File: config.mk
export PLATFORM = sky130hd
export DESIGN_NAME = fp32_adder
export DESIGN_NICKNAME = d
export VERILOG_FILES = /design/src/rtl/fpadd_pkg.sv /design/src/rtl/fpadd_lzc.sv /design/src/rtl/fpadd_ctrl.sv /design/src/rtl/fpadd_datapath.sv /design/src/rtl/fp32_adder.sv
export SDC_FILE = /design/constraint.sdc
export NUM_CORES = 1
export LEC_CHECK = 0
export ABC_AREA = 1
export BUFFER_PORTS_ARGS = -buffer_cell sky130_fd_sc_hd__buf_2
export CORE_ASPECT_RATIO = 1.75
export CORE_UTILIZATION = 37
export CTS_BUF_LIST = sky130_fd_sc_hd__clkbuf_4 sky130_fd_sc_hd__clkbuf_8 sky130_fd_sc_hd__clkbuf_16
export DETAILED_ROUTE_END_ITERATION = 7
export SYNTH_ARGS = -nofsm -noshare
export SYNTH_HDL_FRONTEND = slang
export SYNTH_HIERARCHICAL = 1
export SYNTH_SLANG_ARGS = --single-unit
File: constraint.sdc
create_clock -name clk -period 1.7 [get_ports clk]
set_input_delay 0.085 -clock clk [delete_from_list [all_inputs] [get_ports clk]]
set_output_delay 0.085 -clock clk [all_outputs]
set_load 0.01 [all_outputs]
File: src/rtl/fpadd_pkg.sv
package fpadd_pkg;
  // Strobes from control to datapath
  typedef struct packed {
    logic capture;
  } fpadd_strobes_t;
endpackage

File: src/rtl/fpadd_lzc.sv
module fpadd_lzc #(
  parameter int VEC_W = 27,
  localparam int CNT_W = $clog2(VEC_W + 1)
) (
  input  logic [VEC_W-1:0] vec,
  output logic [CNT_W-1:0] count
);
  logic found;

  always_comb begin
    count = CNT_W'(VEC_W);
    found = 1'b0;
    for (int i = VEC_W - 1; i >= 0; i--) begin
      if (!found && vec[i]) begin
        count = CNT_W'(VEC_W - 1 - i);
        found = 1'b1;
      end
    end
  end
endmodule

File: src/rtl/fpadd_ctrl.sv
module fpadd_ctrl
  import fpadd_pkg::*;
(
  input  logic           clk,
  input  logic           rstN,
  input  logic           inValid,
  output fpadd_strobes_t strobes,
  output logic           outValid
);
  assign strobes.capture = inValid;

  always_ff @(posedge clk or negedge rstN) begin
    if (!rstN) outValid <= 1'b0;
    else       outValid <= inValid;
  end


  valid_rise_chk: assert property (@(posedge clk) disable iff (!rstN)
    inValid |=> outValid);

  valid_idle_chk: assert property (@(posedge clk) disable iff (!rstN)
    !inValid |=> !outValid);
endmodule

File: src/rtl/fpadd_datapath.sv
module fpadd_datapath
  import fpadd_pkg::*;
#(
  parameter int EXP_W  = 8,
  parameter int FRAC_W = 23
) (
  input  logic                    clk,
  input  logic                    rstN,
  input  fpadd_strobes_t          strobes,
  input  logic [EXP_W+FRAC_W:0]   opA,
  input  logic [EXP_W+FRAC_W:0]   opB,
  output logic [EXP_W+FRAC_W:0]   result,
  output logic                    ovfFlag,
  output logic                    unfFlag
);
  localparam int WORD_W = 1 + EXP_W + FRAC_W;
  localparam int SIG_W  = FRAC_W + 1;
  localparam int EXT_W  = SIG_W + 3;
  localparam int SUM_W  = EXT_W + 1;
  localparam int RND_W  = SIG_W + 1;
  localparam int XW     = EXP_W + 2;
  localparam int LZ_W   = $clog2(EXT_W + 1);
  localparam logic [EXP_W-1:0]  EXP_TOP = {EXP_W{1'b1}};
  localparam logic [WORD_W-1:0] QNAN = {1'b0, EXP_TOP, 1'b1, {(FRAC_W-1){1'b0}}};

  // Unpack
  logic sA, sB;
  logic [EXP_W-1:0]  eA, eB;
  logic [FRAC_W-1:0] fA, fB;
  assign {sA, eA, fA} = opA;
  assign {sB, eB, fB} = opB;

  logic aNan, bNan, aInf, bInf, nanOut;
  assign aNan   = (&eA) && (|fA);
  assign bNan   = (&eB) && (|fB);
  assign aInf   = (&eA) && !(|fA);
  assign bInf   = (&eB) && !(|fB);
  assign nanOut = aNan || bNan || (aInf && bInf && (sA != sB));

  // Order by magnitude
  logic aBigger, sL, sS, effSub;
  logic [EXP_W-1:0] eL, eS, eLeff, eSeff, diff;
  logic [SIG_W-1:0] mL, mS;
  assign aBigger = {eA, fA} >= {eB, fB};
  assign sL    = aBigger ? sA : sB;
  assign sS    = aBigger ? sB : sA;
  assign eL    = aBigger ? eA : eB;
  assign eS    = aBigger ? eB : eA;
  assign mL    = aBigger ? {|eA, fA} : {|eB, fB};
  assign mS    = aBigger ? {|eB, fB} : {|eA, fA};
  assign eLeff = (eL == '0) ? EXP_W'(1) : eL;
  assign eSeff = (eS == '0) ? EXP_W'(1) : eS;
  assign diff  = eLeff - eSeff;
  assign effSub = sL ^ sS;

  // Align with guard, round, sticky
  logic [EXT_W-1:0] extL, extS, alignS;
  logic stk;
  assign extL = {mL, 3'b000};
  assign extS = {mS, 3'b000};

  always_comb begin
    if (int'(diff) >= EXT_W) begin
      alignS = '0;
      stk    = |extS;
    end else begin
      alignS = extS >> diff;
      stk    = |(extS & ~({EXT_W{1'b1}} << diff));
    end
    alignS[0] = alignS[0] | stk;
  end

  // Add or subtract
  logic [SUM_W-1:0] sum;
  assign sum = effSub ? ({1'b0, extL} - {1'b0, alignS})
                      : ({1'b0, extL} + {1'b0, alignS});

  logic [LZ_W-1:0] lz;
  fpadd_lzc #(.VEC_W(EXT_W)) lzc_i (.vec(sum[EXT_W-1:0]), .count(lz));

  // Normalize, clamped at the smallest exponent
  logic [XW-1:0] limit, lzX, shamt, expN, fieldX;
  logic [EXT_W-1:0] mN;
  assign limit = XW'(eLeff) - XW'(1);
  assign lzX   = XW'(lz);
  assign shamt = (lzX < limit) ? lzX : limit;

  always_comb begin
    if (sum[SUM_W-1]) begin
      mN   = sum[SUM_W-1:1] | EXT_W'(sum[0]);
      expN = XW'(eLeff) + XW'(1);
    end else begin
      mN   = sum[EXT_W-1:0] << shamt;
      expN = XW'(eLeff) - shamt;
    end
  end

  // Round to nearest, ties to even, then renormalize
  logic roundUp;
  logic [RND_W-1:0] rnd;
  logic [FRAC_W-1:0] fracOut;
  assign roundUp = mN[2] & (mN[1] | mN[0] | mN[3]);
  assign rnd     = {1'b0, mN[EXT_W-1:3]} + RND_W'(roundUp);

  always_comb begin
    if (rnd[SIG_W]) begin
      fieldX  = expN + XW'(1);
      fracOut = rnd[SIG_W-1:1];
    end else if (rnd[SIG_W-1]) begin
      fieldX  = expN;
      fracOut = rnd[FRAC_W-1:0];
    end else begin
      fieldX  = '0;
      fracOut = rnd[FRAC_W-1:0];
    end
  end

  // Result selection
  logic [WORD_W-1:0] nxtRes;
  logic nxtOvf, nxtUnf;

  always_comb begin
    nxtOvf = 1'b0;
    nxtUnf = 1'b0;
    if (nanOut)           nxtRes = QNAN;
    else if (aInf)        nxtRes = opA;
    else if (bInf)        nxtRes = opB;
    else if (sum == '0)   nxtRes = {(effSub ? 1'b0 : sL), {(WORD_W-1){1'b0}}};
    else if (fieldX >= XW'(EXP_TOP)) begin
      nxtRes = {sL, EXP_TOP, {FRAC_W{1'b0}}};
      nxtOvf = 1'b1;
    end else begin
      nxtRes = {sL, fieldX[EXP_W-1:0], fracOut};
      nxtUnf = (fieldX == '0);
    end
  end

  always_ff @(posedge clk or negedge rstN) begin
    if (!rstN) begin
      result  <= '0;
      ovfFlag <= 1'b0;
      unfFlag <= 1'b0;
    end else if (strobes.capture) begin
      result  <= nxtRes;
      ovfFlag <= nxtOvf;
      unfFlag <= nxtUnf;
    end
  end


  hold_chk: assert property (@(posedge clk) disable iff (!rstN)
    !strobes.capture |=> ($stable(result) && $stable(ovfFlag) && $stable(unfFlag)));

  ovf_inf_chk: assert property (@(posedge clk) disable iff (!rstN)
    ovfFlag |-> (result[WORD_W-2:0] == {EXP_TOP, {FRAC_W{1'b0}}}));

  unf_sub_chk: assert property (@(posedge clk) disable iff (!rstN)
    unfFlag |-> (result[WORD_W-2:FRAC_W] == '0 && result[FRAC_W-1:0] != '0 && !ovfFlag));

  nan_prop_chk: assert property (@(posedge clk) disable iff (!rstN)
    (strobes.capture && (aNan || bNan)) |=> (result == QNAN && !ovfFlag && !unfFlag));
endmodule

File: src/rtl/fp32_adder.sv
module fp32_adder
  import fpadd_pkg::*;
(
  input  logic        clk,
  input  logic        rstN,
  input  logic        inValid,
  input  logic [31:0] opA,
  input  logic [31:0] opB,
  output logic        outValid,
  output logic [31:0] result,
  output logic        ovfFlag,
  output logic        unfFlag
);
  fpadd_strobes_t strobes;

  fpadd_ctrl ctrl_i (
    .clk(clk), .rstN(rstN), .inValid(inValid),
    .strobes(strobes), .outValid(outValid)
  );

  fpadd_datapath #(.EXP_W(8), .FRAC_W(23)) dp_i (
    .clk(clk), .rstN(rstN), .strobes(strobes),
    .opA(opA), .opB(opB),
    .result(result), .ovfFlag(ovfFlag), .unfFlag(unfFlag)
  );
endmodule

==> impl_metrics.csv <==
group,metric,value,unit
worst_hold_path,min_from,"inValid",
pwr,vdd_drop_max,0.859,mV
detailed_routing,viasPerCell,5.53,
placement,hpwl,65800,microns
synth,avgSynthCellArea,5.28,sq um
sta,max_clock_freq,0.0802,GHz
grt,grtUsageTotal,44.0,%
sta,finalSetupViolations,34,
synth,synth_common_cells,"nand2_1 (799), nand3_1 (397), inv_1 (319), nor2_1 (211), a21oi_1 (111)",
synth,synth_fa_ha_area_share,9.86,%
sta,fin_setup_tns,-359.51,ns
detailed_routing,first_iter_violations,1380,
clock_network,cts-root-buf,"clkbuf_16",
synth,synthSimpleGateAreaFrac,55.7,%
pwr,p_per_area,1430,nW/um^2
synth,synth_top_flop_cell,"dfrtp_1",
clock_network,numCtsBuffers,5,
synth,synth-edff-count,0,
sta,final_hold_viol_count,0,
synth,synth_top_family_by_area,"simple AND/OR/NAND/NOR gates",
grt,grt_pass1_wl,123000,microns
worst_hold_path,min_path_type,"in2reg",
critical_path,endpoint_kind,"register",
critical_path,worstPathArrival,12.65,ns
sta,finClkSkew,0,ns
critical_path,max_stage_delay,0.33,ns
sta,maxSlewViolCount,0,
run_status,status,"finished with violations",
placement,pre_cts_ws,-11.19,ns
detailed_routing,post_drt_wl_per_cell,21.2,microns
pwr,leakagePower,12.7,nW
grt,antenna_found_initial,3,
sta,setup_ws,-10.76,ns
synth,ys_async_sr_fraction,100,%
placement,numPortBuffers,101,
clock_network,worstSkewPairLatency,0.29,ns
sta,rsz0062_at_grt,"true",
cells_and_area,stdcell_count,4009,
critical_path,timing.critical_path.from,"opB[24]",
clock_network,clock_sinks,35,
run_status,violations,"negative setup slack",
synth,synth_top_area_share,22.1,%
critical_path,critPathLaunchType,"input port",
floorplanning,core_area,36000,sq um
grt,grt_start_max_net_pins,74,
synth,yosysTopAreaCell,"nand2_1",
floorplanning,die_x,147,microns
sta,slew_headroom,43.9,%
clock_network,cts_tree,"done",
floorplanning,num_io_pins,102,
grt,first_global_vias,22400,
synth,muxShareOfSynthArea,0,%
critical_path,critPathTopFamily,"simple AND/OR/NAND/NOR gates",
synth,yosysWarnings,6,
floorplanning,dieArea,37400,sq um
critical_path,path_buf_inv,35,
critical_path,path_common_cell,"buf_4",
floorplanning,start_util,37.6,%
placement,placed_cells,3847,
floorplanning,rows,92,
clock_network,clk_pin_slew_worst_paths,0.05,ns
critical_path,critPathSlowestCell,"o21ai_4",
synth,synth_xor_xnor_area_share,2.51,%
sta,period_share,733,%
detailed_routing,ant_nets,0,
synth,ys_types,66,
placement,gp_congestion,1.07,
clock_network,clockBufferDepth,2,
critical_path,critPathMaxFanout,7,
job,cap_violations,0,
detailed_routing,via_count,22200,
critical_path,critical_path_class,"in2reg",
synth,synth_area_leaders,"nand2_1 (22%), nand3_1 (15%), ha_1 (9.4%)",
floorplanning,die_h,255,microns
grt,gr-total-overflow,0,
synth,synth_compound_area_share,12.6,%
synth,ys_seq_area_share,6.47,%
sta,tightest_slew,0.842,ns
cells_and_area,nets,3709,
critical_path,critPathRequiredTime,1.88,ns
synth,synth_nets,2740,
cells_and_area,layout-drive-gt1-share,42.0,%
detailed_routing,drcViolationCount,0,
synth,synth_seq_cells,35,
cells_and_area,areaGrowthSynthToFinish,75.6,%
critical_path,r2r_setup_slack,1.01,ns
detailed_routing,drt_wl_total,84900,microns
synth,synth_most_common_cell,"nand2_1",
clock_network,h-tree-depth,2,
critical_path,r2r_start,"dp_i/result[31]",
synth,syn_area,13500,sq um
synth,netlist_instances,2568,
detailed_routing,dr.pass1.iters,6,
sta,min_period,12.46,ns
## where the power goes
part	switching [W]	internal, W
registers	0.000188	0.00121
logic	0.0181	0.0137
clock network	0.000345	0.000571
## stage by stage
step	utilization, %	hold WS [ns]	total power, W	area [sq um]
5_1_grt	66.0	0.137	0.0364	23800
2_1_floorplan	-	-0.211	0.0150	14100
6_report	66.0	0.132	0.0341	23800
4_1_cts	63.4	0.129	0.0314	22900
3_3_place_gp	57.8	0.180	0.0285	20800
3_5_place_dp	57.8	0.191	0.0288	20800
## sequential cells by signal (all words and copies together) (netlist names)
name and count:
dp_i/result 32, ctrl_i/outValid 1, dp_i/ovfFlag 1, dp_i/unfFlag 1
## cell type report
| class | instances | area (sq um) |
|---|---|---|
| clock buffer | 6 | 139 |
| inverter | 337 | 1350 |
| antenna | 2 | 5.00 |
| multi-input combinational | 2098 | 12700 |
| timing repair inverter | 2 | 12.5 |
| timing repair buffer | 1058 | 8130 |
| tap | 470 | 588 |
| fill | 3296 | 12200 |
| clock inverter | 1 | 5.00 |
| sequential | 35 | 876 |
## logic make-up (layout without fill, tap and decap cells)
group,after synthesis,count (layout)
other,1,3
XOR/XNOR,38,38
flip-flops,35,35
buffers and inverters,438,1404
adder cells (fa/ha/maj),105,105
AND/OR/NAND/NOR,1655,1658
AO/OA/AOI/OAI,296,296
## final timing paths
check	to	depth (start not counted)
setup / recovery	dp_i/result[5]	102
hold / removal	ctrl_i/outValid	2
setup reg to reg	dp_i/result[31]	1
hold reg to reg	dp_i/result[14]	2
max in group asynchronous	dp_i/result[13]	2
min in group asynchronous	dp_i/result[19]	2
## metal layers
metal  routed length, microns  up-vias  GRT usage [%]
li1                         -    10400              -
met1                    24700    10100           34.7
met2                    43600     1015           83.7
met3                     4330      593           7.11
met4                    12300        0           53.9
met5                        0        -              0
## what timing repair did
action / 4_1_cts / 5_1_grt
hold endpoints to repair: 35 / 0
setup buffers: 110 / 35
cloned: 7 / 0
pin swaps: 111 / 79
resized for setup: 239 / 154
setup endpoints to repair: 34 / 34
hold buffers: 1 / 0
## layout by cell type (no fill, tap or decap), types with 18 or more instances in the layout
cell type	instances
o21ai_0	68
inv_4	18
nand2_2	74
a21oi_1	89
ha_1	57
buf_2	87
nand2_4	23
inv_2	41
nor2_1	173
nor2_4	35
nand4_1	88
nand2_1	723
o21ai_2	19
nor4_1	20
buf_4	915
ha_4	42
nor3_1	28
a21oi_2	20
nand3_2	46
dfrtp_1	35
inv_1	271
nor2_2	29
xor2_1	25
buf_6	32
o21ai_1	25
nand3_1	352
Note: power is estimated with default switching activity, not from simulation.
